<file path="config.mk">
export PLATFORM = sky130hd
export DESIGN_NAME = freq_gate_counter
export DESIGN_NICKNAME = d
export VERILOG_FILES = /design/src/rtl/ifc_pkg.sv /design/src/rtl/ifc_edge_sync.sv /design/src/rtl/ifc_gate_timer.sv /design/src/rtl/ifc_event_counter.sv /design/src/rtl/freq_gate_counter.sv
export SDC_FILE = /design/constraint.sdc
export NUM_CORES = 1
export LEC_CHECK = 0
export ABC_AREA = 1
export BUFFER_PORTS_ARGS = -buffer_cell sky130_fd_sc_hd__buf_4
export CORE_ASPECT_RATIO = 1.25
export CORE_UTILIZATION = 33
export CTS_BUF_LIST = sky130_fd_sc_hd__clkbuf_2 sky130_fd_sc_hd__clkbuf_4 sky130_fd_sc_hd__clkbuf_8
export DETAILED_ROUTE_END_ITERATION = 10
export GPL_TIMING_DRIVEN = 0
export HOLD_SLACK_MARGIN = 0.08
export PLACE_DENSITY_LB_ADDON = 0.1
export SETUP_SLACK_MARGIN = 0.1
export SLEW_MARGIN = 15
export SYNTH_ARGS = -nofsm -noshare
export SYNTH_HDL_FRONTEND = slang
export SYNTH_SLANG_ARGS = --single-unit
</file>
<file path="constraint.sdc">
create_clock -name clk -period 2.7 [get_ports clk]
set_input_delay 0.54 -clock clk [delete_from_list [all_inputs] [get_ports clk]]
set_output_delay 0.54 -clock clk [all_outputs]
set_load 0.02 [all_outputs]
</file>
<file path="src/rtl/ifc_pkg.sv">
package ifc_pkg;

    typedef enum logic [1:0] {
        GATE_1MS  = 2'b00,
        GATE_4MS  = 2'b01,
        GATE_8MS  = 2'b10,
        GATE_32MS = 2'b11
    } gate_sel_e;

    typedef enum logic [1:0] {
        MODE_FREQ  = 2'b00,
        MODE_RSV1  = 2'b01,
        MODE_RSV2  = 2'b10,
        MODE_RSV3  = 2'b11
    } mode_e;

    typedef struct packed {
        mode_e     mode;
        gate_sel_e gate;
    } ctl_word_t;

    localparam int unsigned LONGEST_GATE_MS = 32;

    function automatic int unsigned gate_ms(gate_sel_e sel);
        case (sel)
            GATE_1MS:  return 1;
            GATE_4MS:  return 4;
            GATE_8MS:  return 8;
            default:   return LONGEST_GATE_MS;
        endcase
    endfunction

endpackage

</file>
<file path="src/rtl/ifc_edge_sync.sv">
module ifc_edge_sync #(
    parameter int STAGES = 2
) (
    input  logic clk,
    input  logic rst,
    input  logic din,
    input  logic enable,
    output logic rise
);
    logic [STAGES:0] shreg;

    always_ff @(posedge clk) begin
        if (rst) shreg <= '0;
        else     shreg <= {shreg[STAGES-1:0], din & enable};
    end

    assign rise = shreg[STAGES-1] & ~shreg[STAGES];
endmodule

</file>
<file path="src/rtl/ifc_gate_timer.sv">
module ifc_gate_timer #(
    parameter int TMR_W = 12
) (
    input  logic             clk,
    input  logic             rst,
    input  logic             load,
    input  logic [TMR_W-1:0] len,
    output logic             open,
    output logic             expire
);
    logic [TMR_W-1:0] remain;

    always_ff @(posedge clk) begin
        if (rst)              remain <= '0;
        else if (load)        remain <= len;
        else if (remain != 0) remain <= remain - 1'b1;
    end

    assign open   = (remain != '0);
    assign expire = (remain == TMR_W'(1)) && !load;
endmodule

</file>
<file path="src/rtl/ifc_event_counter.sv">
module ifc_event_counter #(
    parameter int W = 20
) (
    input  logic         clk,
    input  logic         rst,
    input  logic         clear,
    input  logic         inc,
    output logic [W-1:0] value
);
    localparam logic [W-1:0] TOP = '1;

    always_ff @(posedge clk) begin
        if (rst || clear)              value <= '0;
        else if (inc && value != TOP)  value <= value + 1'b1;
    end
endmodule

</file>
<file path="src/rtl/freq_gate_counter.sv">
module freq_gate_counter
    import ifc_pkg::*;
#(
    parameter int COUNT_W      = 20,
    parameter int TICKS_PER_MS = 75,
    parameter int SYNC_STAGES  = 2
) (
    input  logic               clk,
    input  logic               rst,
    input  logic               lowpwr,
    input  logic               if_in,
    input  logic               ctl_wr,
    input  logic [3:0]         ctl_word,
    input  logic               start,
    output logic [COUNT_W-1:0] count,
    output logic               done
);
    localparam int MAX_GATE = LONGEST_GATE_MS * TICKS_PER_MS;
    localparam int TMR_W    = $clog2(MAX_GATE + 1);

    ctl_word_t        ctl_q;
    logic             launch;
    logic             gate_open;
    logic             gate_expire;
    logic             pulse_rise;
    logic [TMR_W-1:0] gate_len;

    always_ff @(posedge clk) begin
        if (rst)         ctl_q <= '0;
        else if (ctl_wr) ctl_q <= ctl_word_t'(ctl_word);
    end

    assign launch   = start && (ctl_q.mode == MODE_FREQ);
    assign gate_len = TMR_W'(gate_ms(ctl_q.gate) * TICKS_PER_MS);

    ifc_edge_sync #(.STAGES(SYNC_STAGES)) u_sync (
        .clk    (clk),
        .rst    (rst),
        .din    (if_in),
        .enable (!lowpwr),
        .rise   (pulse_rise)
    );

    ifc_gate_timer #(.TMR_W(TMR_W)) u_timer (
        .clk    (clk),
        .rst    (rst),
        .load   (launch),
        .len    (gate_len),
        .open   (gate_open),
        .expire (gate_expire)
    );

    ifc_event_counter #(.W(COUNT_W)) u_count (
        .clk   (clk),
        .rst   (rst),
        .clear (launch),
        .inc   (pulse_rise && gate_open),
        .value (count)
    );

    always_ff @(posedge clk) begin
        if (rst || launch)    done <= 1'b0;
        else if (gate_expire) done <= 1'b1;
    end
endmodule

</file>
# --- After elaboration in Yosys (flattened, before gate mapping) ---
# Cells that the tools add are included.
classes:
  reduce_logical: 11
  n_eq_ne: 4
  mul: 1
  bitwise_logic: 3
  n_mux: 3
  n_addsub: 2
ops:
  columns: ["operator", "n"]
  rows:
  - ["32-bit by 7-bit multiplier with 12-bit output (second input constant)", 1]
  - ["12-bit 2-to-1 mux", 2]
  - ["20-bit by 1-bit adder with 20-bit output (second input constant)", 1]
  - ["20-bit inequality test (second input constant)", 1]
  - ["6-bit one-hot mux with 3 select lines", 1]
  - ["12-bit by 1-bit == test with 1-bit output (second input constant)", 1]
  - ["12-bit nonzero test", 1]
  - ["12-bit by 1-bit subtractor with 12-bit output (second input constant)", 1]
  - ["1-bit logical AND", 4]
  - ["2-bit zero test", 2]
  - ["1-bit bitwise AND", 2]
  - ["2-bit by 1-bit == test with 1-bit output (second input constant)", 1]
  - ["2-bit == test (second input constant)", 1]
  - ["1-bit zero test", 2]
  - ["2-bit nonzero test", 1]
  - ["1-bit logical OR", 1]
  - ["1-bit NOT", 1]
word_totals:
  regBits: 40
  out_inout_bits: 21
  word_cells: 30

# --- Longest topological paths before layout ---
depth:
  depth_word: 4
  ltp_mapped: 11
  ltp_nobuf: 10

# --- Cells and area by module ---
# Synthesis repeated with hierarchy kept, for this count alone.
hier_totals:
  hier_cells: 385
  area_unflattened_um2: 2487.4
by_module_without_submodules:
  columns: ["mod", "area_per_inst_um2", "cells_each", "instances"]
  rows:
  - ["ifc_event_counter", 1179.9, 193, 1]
  - ["ifc_gate_timer", 912.1, 134, 1]
  - ["freq_gate_counter", 309.0, 48, 1]
  - ["ifc_edge_sync", 86.3, 10, 1]

# --- Least setup slack after synthesis ---
# OpenSTA, ideal clock, no wires.
synth_path:
  kind: "flip-flop to flip-flop"
  from: "register u_count.value[0]"
  to: "register u_count.value[13]"
  arrival_ns: 1.673
  setup_slack_ns: 0.961
  path_stages_with_launch: 12
  path_buffers: 2
  cell_sequence: "dfxtp_1 > ha_1 > nand3_2 > inv_2 > nand2_4 > clkinv_1 > nand3_1 > nand2_2 > buf_6 > buf_8 > nand2_1 > a21oi_2"
synth_between:
  elab_chain_cells: 2
synth_lines:
  columns: ["item", "line_no", "source"]
  rows:
  - ["start, declared", "ifc_event_counter.sv:8", "output logic [W-1:0] value"]
  - ["start signal, assigned", "ifc_event_counter.sv:14", "else if (inc && value != TOP) value <= value + 1'b1;"]
  - ["branches (longest 2 deep; another with 20-bit by 1-bit adder with 20-bit output)", null, null]
# Several ways; the timed one is not identified.
# A chain may end at the register's enable or synchronous reset.

# --- Worst setup path after layout ---
layout_path:
  from: "register u_count.value[0]"
  to: "register u_count.value[14]"
# Same word-level chain as after synthesis.

==> flow_summary.toml <==
[setup_path]
worst_setup_path_start_kind = "flop"
endpoint_kind = "flop"
worstPathBufferInverterCount = 4
critical-path-max-stage-delay_ps = 460
crit_slowest_cell = "sky130_fd_sc_hd__dfxtp_1"
kind_of_cell_adding_the_most_delay_to_the_critical_path = "flip-flops"
cp_data_arrival_time_ps = 2090
crit_chain = "ha_1 > nand3_2 > inv_2 > nand2_4 > clkinv_1 > nand3_1 > nand2_2 > buf_6 > buf_8 > nand2_1 > a21oi_2"
timing.critical_path.required_ps = 2930
critical_path_peak_fanout = 10
critPathKind = "reg2reg"

[run_status]
outcome = "finished clean"

[clock_network]
post_cts_buffers = 0
post_cts.resized_instances = 0
clk_root_buffer_cell = "sky130_fd_sc_hd__clkbuf_8"
holdBufCountCts = 0
clk_pin_slew_ps = 90
cts_tree = "yes"
cts_made_buffers = 5
cts-htree-levels = 2
clkSinkCount = 40
maximum_root_to_sink_buffer_count = 2
clock_latency_ps = 290

[global_routing]
globalRouteOverflowTotal = 0
grt_first_pass_wirelength_um = 9850
pin_count_of_the_biggest_net_entering_global_routing = 13
grt_use_total = 0.174
antenna_found_initial = 0
number_of_global_route_vias_before_repair = 2183

[timing]
finalClockSkew_ps = 7.73
fmaxAchievable_mhz = 539
min_period_over_period = 0.687
fin_tns_setup_ps = 0
worstMarginPinSlew_ps = 500
slew_headroom = 0.667
setup-violations-final = 0
final-max-slew-violation-count = 0
period_minus_slack_ps = 1850
hold_violations = 0
rsz0062_at_grt = "no"

[die]
design.core.area_um2 = 6610
die_area_um2 = 7220
die_width_um = 76.2
rows = 33
die_height_um = 94.7
num_io_pins = 31
start_util = 0.344

[detailed_routing]
wl_per_cell_um = 12.5
drt.antenna.violating_nets = 0
initialDrtViolationCount = 56
drtPass1Iterations = 4
drt_drc_violations_left = 0
viasPerCell = 4.83
num_vias = 2231
detail_route.wirelength_um = 5780

[placed_design]
gp_routability_congestion = 0.916
dp_hpwl_um = 4470
port_buffers = 29
dp.cells = 454

[synth]
yosys-top-cells-area = "sky130_fd_sc_hd__dfxtp_1, sky130_fd_sc_hd__nand2_1, sky130_fd_sc_hd__nor2_1"
library_cell_with_the_largest_summed_area_after_synthesis = "sky130_fd_sc_hd__dfxtp_1"
synth-seq-cells = 40
synth.yosys.seq_area_share = 0.353
post_synth.cell_area_avg_um2 = 6.74
synthDominantCellAreaShare = 0.353
synth_cells = 337
async_flop_share = 0
synth_cell_type_count = 35
yosys_most_used_dff = "sky130_fd_sc_hd__dfxtp_1"
synth_most_common_cell = "sky130_fd_sc_hd__nand2_1"
netlist_top_cells_count = "sky130_fd_sc_hd__nand2_1, sky130_fd_sc_hd__nor2_1, sky130_fd_sc_hd__dfxtp_1"
synth_enable_flop_cells = 0
synthesis.area_um2 = 2270
yosys_warnings = 0

[run]
max_cap_violations = 0

[power_and_ir_drop]
portion_of_total_power_attributed_to_sequential_cells = 0.460
power.leakage_uw = 0.00107
internal_power_uw = 990
swShare = 0.333
switchingPower_uw = 495
combinationalPowerShare = 0.245
ir_drop_mv = 0.318
powerDensity_nw_per_um2 = 550
clock_power_share = 0.295
power.total_uw = 1490

[final_layout]
filler_cell_count = 739
syn_to_final_growth_pct = 18.8
layout.cells.non_filler = 462
antenna-diode-count = 0
layout-drive-gt1-share = 0.155
regArea_um2 = 801
multi_input_area_um2 = 1310
final_net_count = 390

[hold_path]
hp-class = "in2reg"
-- cells in the final DEF, fill, tap and decap left out, types with 2 or more instances in the layout --
master / instances
sky130_fd_sc_hd__nand2_1: 86
sky130_fd_sc_hd__nor2_1: 57
sky130_fd_sc_hd__dfxtp_1: 40
sky130_fd_sc_hd__buf_4: 30
sky130_fd_sc_hd__inv_1: 26
sky130_fd_sc_hd__a21oi_1: 23
sky130_fd_sc_hd__nand3_1: 20
sky130_fd_sc_hd__o21ai_0: 10
sky130_fd_sc_hd__xor2_1: 9
sky130_fd_sc_hd__xnor2_1: 8
sky130_fd_sc_hd__ha_1: 6
sky130_fd_sc_hd__clkbuf_8: 6
sky130_fd_sc_hd__nand4_1: 5
sky130_fd_sc_hd__nor2_2: 5
sky130_fd_sc_hd__nor3_1: 5
sky130_fd_sc_hd__a211oi_1: 5
sky130_fd_sc_hd__nand2_2: 3
sky130_fd_sc_hd__clkbuf_1: 3
sky130_fd_sc_hd__inv_2: 2
sky130_fd_sc_hd__clkinv_1: 2
sky130_fd_sc_hd__or2_2: 2
sky130_fd_sc_hd__a31oi_1: 2
sky130_fd_sc_hd__o211ai_1: 2
sky130_fd_sc_hd__o31ai_1: 2
sky130_fd_sc_hd__a21oi_2: 2
sky130_fd_sc_hd__conb_1: 2
-- state kept, by name, summed over array words and instances, names as in the netlist --
signal / cells
ctl_q: 4
done: 1
u_count.value: 20
u_sync.shreg: 3
u_timer.remain: 12
-- worst paths after layout --
kind,startpoint,to,cells after the start,slack [ps]
worst max-delay path,u_count.value[0]$_SDFFE_PP0P_,u_count.value[14]$_SDFFE_PP0P_,11,850
worst min-delay path,lowpwr,u_sync.shreg[0]$_SDFF_PP0_,2,400
worst max register to register,u_count.value[0]$_SDFFE_PP0P_,u_count.value[14]$_SDFFE_PP0P_,11,850
worst min register to register,u_sync.shreg[0]$_SDFF_PP0_,u_sync.shreg[1]$_SDFF_PP0_,2,410
-- power by group through the flow --
stage	clock [uW]	combinational [uW]	sequential (uW)
after global placement	0	361	697
final	438	363	684
after detailed placement	0	362	697
after global routing	485	421	690
after CTS	453	364	683
after floorplan	0	280	686
-- metal layers --
metal / vias up / part of all wire / track usage
li1: 1160 / - / -
met1: 1015 / 0.41 / 0.176
met2: 39 / 0.52 / 0.341
met3: 17 / 0.026 / 0.0290
met4: 0 / 0.046 / 0.0946
met5: - / 0 / 0
-- area by class of cell --
type	instances	area share
plain buffers	7	0.0185
clock buffers	7	0.0334
clock inverters	1	0.00278
inverters	30	0.0417
multi-input cells	261	0.486
flip-flops and latches	40	0.297
well taps	87	0.0403
repair buffers	29	0.0807
-- logic make-up (layout without fill, tap and decap cells) --
family          Yosys count  count (layout)  synth area share
compound gates           48              48             0.122
xor+xnor                 17              17            0.0656
fa+ha+maj                 6               6            0.0331
buf+inv                  37              74            0.0716
flops                    40              40             0.353
other cells               1               2           0.00165
simple gates            188             188             0.353
-- stage by stage --
stage                     hold WS [ps]  setup slack (ps)  cell area, um2  utilization
after global routing               402               652            2700        0.409
after detailed placement           397               671            2600        0.394
after floorplan                    388               961            2270            -
final                              402               846            2700        0.409
after global placement             395               666            2600        0.394
after CTS                          389               811            2700        0.409
(Power assumes the default switching activity.)
